File: src/rtl/rti_pkg.sv
package rti_pkg;

    localparam int DATA_W   = 8;
    localparam int ADDR_W   = 2;
    localparam int RATE_W   = 2;
    localparam int N_RATES  = 1 << RATE_W;
    localparam int FLAG_BIT = 6;

    typedef enum logic [ADDR_W-1:0] {
        SEL_CTRL  = 2'd0,
        SEL_FLAG  = 2'd1,
        SEL_RSV_A = 2'd2,
        SEL_RSV_B = 2'd3
    } reg_sel_e;

    typedef logic [RATE_W-1:0] rate_t;

    // Decoded write command handed from the register file to the datapath.
    typedef struct packed {
        logic  rate_wr;   // control register written this cycle
        rate_t rate_new;  // rate field of that write
        logic  flag_clr;  // write-one-to-clear hit on the flag bit
    } wr_cmd_t;

    // Counter reload value (period minus one) for a given rate.
    function automatic logic [31:0] reload_of(input int base_log2, input int rate);
        return (32'd1 << (base_log2 + rate)) - 32'd1;
    endfunction

endpackage

File: src/rtl/rti_regfile.sv
module rti_regfile
    import rti_pkg::*;
(
    input  logic              clk,
    input  logic              rst,
    input  logic              bus_wr,
    input  logic [ADDR_W-1:0] bus_addr,
    input  logic [DATA_W-1:0] bus_wdata,
    input  logic              flag,
    output wr_cmd_t           cmd,
    output rate_t             rate_q,
    output logic [DATA_W-1:0] bus_rdata
);

    reg_sel_e sel;
    logic     unused_wdata_bits;

    assign sel = reg_sel_e'(bus_addr);
    assign unused_wdata_bits = ^{bus_wdata[DATA_W-1], bus_wdata[FLAG_BIT-1:RATE_W]};

    always_comb begin
        cmd          = '0;
        cmd.rate_new = bus_wdata[RATE_W-1:0];
        if (bus_wr) begin
            unique case (sel)
                SEL_CTRL: cmd.rate_wr  = 1'b1;
                SEL_FLAG: cmd.flag_clr = bus_wdata[FLAG_BIT];
                default:  ;
            endcase
        end
    end

    always_ff @(posedge clk) begin
        if (rst) begin
            rate_q <= '0;
        end else if (cmd.rate_wr) begin
            rate_q <= cmd.rate_new;
        end
    end

    always_comb begin
        bus_rdata = '0;
        unique case (sel)
            SEL_CTRL: bus_rdata[RATE_W-1:0] = rate_q;
            SEL_FLAG: bus_rdata[FLAG_BIT]   = flag;
            default:  ;
        endcase
    end

endmodule

File: src/rtl/rti_countdown.sv
module rti_countdown
    import rti_pkg::*;
#(
    parameter int BASE_LOG2 = 13,
    localparam int CNT_W    = BASE_LOG2 + N_RATES - 1
) (
    input  logic             clk,
    input  logic             rst,
    input  logic             reload,
    input  rate_t            rate_new,
    input  rate_t            rate_cur,
    output logic [CNT_W-1:0] count,
    output logic             expire
);

    logic [CNT_W-1:0] reload_tbl [N_RATES];

    for (genvar r = 0; r < N_RATES; r++) begin : g_reload
        assign reload_tbl[r] = CNT_W'(reload_of(BASE_LOG2, r));
    end

    logic terminal;
    assign terminal = (count == '0);
    // A rate write wins over a terminal count: no flag on that edge.
    assign expire   = terminal && !reload;

    always_ff @(posedge clk) begin
        if (rst) begin
            count <= reload_tbl[0];
        end else if (reload) begin
            count <= reload_tbl[rate_new];
        end else if (terminal) begin
            count <= reload_tbl[rate_cur];
        end else begin
            count <= count - 1'b1;
        end
    end

endmodule

File: src/rtl/rti_flag.sv
module rti_flag (
    input  logic clk,
    input  logic rst,
    input  logic set,
    input  logic clr,
    output logic flag
);

    always_ff @(posedge clk) begin
        if (rst) begin
            flag <= 1'b0;
        end else if (set) begin
            flag <= 1'b1;
        end else if (clr) begin
            flag <= 1'b0;
        end
    end

endmodule

File: src/rtl/rti_gen.sv
module rti_gen
    import rti_pkg::*;
#(
    parameter int BASE_LOG2 = 13,
    localparam int CNT_W    = BASE_LOG2 + N_RATES - 1
) (
    input  logic              clk,
    input  logic              rst,
    input  logic              bus_wr,
    input  logic [ADDR_W-1:0] bus_addr,
    input  logic [DATA_W-1:0] bus_wdata,
    output logic [DATA_W-1:0] bus_rdata,
    input  logic              irq_en,
    output logic              irq
);

    wr_cmd_t          cmd;
    rate_t            rate_q;
    logic [CNT_W-1:0] count_q;
    logic             expire;
    logic             flag_q;

    rti_regfile u_regs (
        .clk       (clk),
        .rst       (rst),
        .bus_wr    (bus_wr),
        .bus_addr  (bus_addr),
        .bus_wdata (bus_wdata),
        .flag      (flag_q),
        .cmd       (cmd),
        .rate_q    (rate_q),
        .bus_rdata (bus_rdata)
    );

    rti_countdown #(.BASE_LOG2(BASE_LOG2)) u_cnt (
        .clk      (clk),
        .rst      (rst),
        .reload   (cmd.rate_wr),
        .rate_new (cmd.rate_new),
        .rate_cur (rate_q),
        .count    (count_q),
        .expire   (expire)
    );

    rti_flag u_flag (
        .clk  (clk),
        .rst  (rst),
        .set  (expire),
        .clr  (cmd.flag_clr),
        .flag (flag_q)
    );

    assign irq = flag_q && irq_en;

endmodule

File: config.mk
export PLATFORM = sky130hd
export DESIGN_NAME = rti_gen
export DESIGN_NICKNAME = d
export VERILOG_FILES = /design/src/rtl/rti_pkg.sv /design/src/rtl/rti_regfile.sv /design/src/rtl/rti_countdown.sv /design/src/rtl/rti_flag.sv /design/src/rtl/rti_gen.sv
export SDC_FILE = /design/constraint.sdc
export NUM_CORES = 1
export LEC_CHECK = 0
export ABC_AREA = 0
export BUFFER_PORTS_ARGS = -buffer_cell sky130_fd_sc_hd__buf_2
export CORE_ASPECT_RATIO = 1.2
export CORE_MARGIN = 2
export CORE_UTILIZATION = 51
export DETAILED_ROUTE_END_ITERATION = 12
export PLACE_DENSITY = 0.8
export SYNTH_ARGS = -nofsm -noshare
export SYNTH_HDL_FRONTEND = slang
export SYNTH_SLANG_ARGS = --single-unit
File: constraint.sdc
create_clock -name clk -period 2.1 [get_ports clk]
set_clock_uncertainty 0.05 [all_clocks]
set_input_delay 0.63 -clock clk [delete_from_list [all_inputs] [get_ports clk]]
set_output_delay 0.63 -clock clk [all_outputs]
set_load 0.03 [all_outputs]
==> flow_summary.toml <==
[floorplanning]
die_area_um2 = 2280
die_h_um = 51.9
initial_core_util_pct = 53.3
core_area_um2 = 1830
boundaryPins = 23
rows = 17
fp.dieW_um = 43.9

[sta]
min_period_ns = 1.92
rsz0062_at_grt = "false"
clock.fmax_mhz = 521
fin_tns_setup_ns = 0
setup_ws_ns = 0.181
finalMaxSlewViolations = 0
hold_violations = 0
slew_headroom_pct = 66.7
worst_pin_slew_ns = 0.495
fin_crit_sh_pct = 91.4
setup_viol = 0

[routing]
vias = 772
drc_errors = 0
viasPerCell = 5.29
drt-initial-drc-count = 13
postRouteAntennaNets = 0
wl_per_cell_um = 11.3
finalWirelength_um = 1650
dr.pass1.iters = 4

[cts]
clock_sinks = 19
tritoncts = "yes"
cts_root_buffer = "clkbuf_4"
insertion_delay_ns = 0.29
post_cts_resized = 0
clk_pin_slew_worst_paths_ns = 0.10
numCtsBuffers = 3
cts_buffer_depth = 2
h-tree-depth = 1
cts_hold_buf = 0
post-cts-setup-buffer-count = 0

[placement]
io_buffers = 12
dp_slack_ns = 0.178
place_hpwl_um = 1300
place_congestion = 0.762

[grt]
grt_pass1_wl_um = 2840
grt_pass1_vias = 682
track_usage_pct = 16.7
antenna_found_initial = 0
grt_max_degree = 13
grt_overflow = 0

[layout]
multiInputGateArea_um2 = 548
seq_area_um2 = 380
nFillCells = 164
nNetsFinal = 143
drive_above_1_share_pct = 18.9
area_growth_pct = 9.76
diodes = 0

[min_path]
hold_end = "u_cnt.count[0]$_SDFF_PP1_"
hp-class = "register to register"
min_from = "u_cnt.count[0]$_SDFF_PP1_"
min_delay_path_depth = 1

[synthesis]
synth_cells = 111
synthTopCellsByArea = "dfxtp_1 39%, nand2_1 8.5%, xor2_1 6.3%, xnor2_1 4.5%, buf_4 3.9%"
synth_most_common_cell = "nand2_1"
avgSynthCellArea_um2 = 8.78
ys_ff_latch = 19
synth_area_um2 = 975
synth_common_cells = "22 x nand2_1, 19 x dfxtp_1, 10 x nor2_1, 7 x xor2_1"
synth-main-ff-cell = "dfxtp_1"
synth_edf_count = 0
synth.distinct_cells = 35
yosysWarnings = 0
async_flop_share_pct = 0
seq_area_frac_synth_pct = 39.0
synth_top_area_share_pct = 39.0
synth_area_leader_cell = "dfxtp_1"

[pwr]
combPwrFrac_pct = 9.1
pwr-share-seq_pct = 61.4
p_leak_uw = 0.000440
p_per_area_nw_per_um2 = 573
pwr-share-clk_pct = 29.4
power_switching_uw = 154
switching_share_pct = 25.2
irDropWorstVdd_mv = 0.336
p_int_uw = 459

[critical_path]
start_kind = "input port"
critical-path-top-delay-family = "buffers and inverters"
reg2reg_depth = 7
crit_fanout = 4
crit_chain = "buf_2, nor2_1, and2_1, buf_2"
slowest_delay_ns = 0.19
endpoint_kind = "output pin"
crit_type = "input port to output pin"
critPathBufInv = 2
worstPathArrival_ns = 1.24
reg2reg_slack_ns = 0.21
timing.rr.start = "u_cnt.count[0]$_SDFF_PP1_"
r2r_end = "u_cnt.count[15]$_SDFF_PP0_"
worstPathRequired_ns = 1.42
cpMostUsedCell = "buf_2"
slowest_stage = "buf_2"

[run]
maxCapViolations = 0

[status]
run_status = "complete, no violations"
## cell type report
class	instances	share of cell area [%]
timing repair buffer	15	7.72
clock inverter	1	0.468
inverter	2	0.702
sequential	19	35.6
clock buffer	3	2.11
tap	19	2.22
multi-input combinational	87	51.2
## per-stage QoR
step           util [%]  hold slack [ns]  total power, uW  area [um^2]  cells
2_1_floorplan         -            0.361              428          990    115
3_3_place_gp       57.0            0.373              438         1040    142
3_5_place_dp       57.0            0.378              441         1040    142
4_1_cts            58.5            0.404              621         1070    146
5_1_grt            58.5            0.423              636         1070    146
6_report           58.5            0.399              613         1070    146
## power groups by stage
stage | clock, uW | combinational [uW] | sequential (uW)
floorplan | 0 | 45.2 | 383
finish | 180 | 56.0 | 376
detailed placement | 0 | 56.0 | 385
global placement | 0 | 54.0 | 384
CTS | 189 | 56.2 | 376
global route | 196 | 62.9 | 378
## state kept, by name (all words and copies together), names as in the netlist
| signal | cells |
|---|---|
| u_flag.flag | 1 |
| u_cnt.count | 16 |
| u_regs.rate_q | 2 |
## cells by family after synthesis
family	count (synthesis)	share of synthesized area [%]
buffers and inverters	9	6.29
DFF	19	39.0
other	1	0.385
AOI/OAI and AO/OA	11	7.45
and+or+nand+nor	58	34.8
xor gates and xnor gates	12	10.8
adders and majority gates	1	1.28
## layer usage
layer / track usage (%) / part of all wire, % / routed length [um]
met4: 7.58 / 0.61 / 10
met1: 22.0 / 44 / 731
met2: 27.0 / 52 / 852
met3: 2.08 / 3.4 / 56
met5: 0 / 0 / 0
## worst max path at each step
stage | startpoint | endpoint | slack, ns | depth (start not counted)
finish | bus_addr[0] | bus_rdata[0] | 0.18 | 4
global placement | bus_addr[0] | bus_rdata[1] | 0.21 | 4
detailed placement | bus_addr[0] | bus_rdata[0] | 0.18 | 4
floorplan | bus_addr[0] | bus_rdata[0] | 0.36 | 2
CTS | bus_addr[0] | bus_rdata[0] | 0.17 | 4
global route | u_cnt.count[0]$_SDFF_PP1_ | u_cnt.count[15]$_SDFF_PP0_ | 0.06 | 7
## layout by cell type, fill, tap and decap left out, types with 3 or more instances in the layout
cell type	netlist	routed
nand3_1	5	5
clkbuf_4	0	3
xor2_1	7	7
conb_1	1	5
buf_2	1	12
nor2_1	10	10
nand2_1	22	22
dfxtp_1	19	19
buf_4	5	3
and2_1	4	4
xnor2_1	5	5
(Power assumes the default switching activity.)
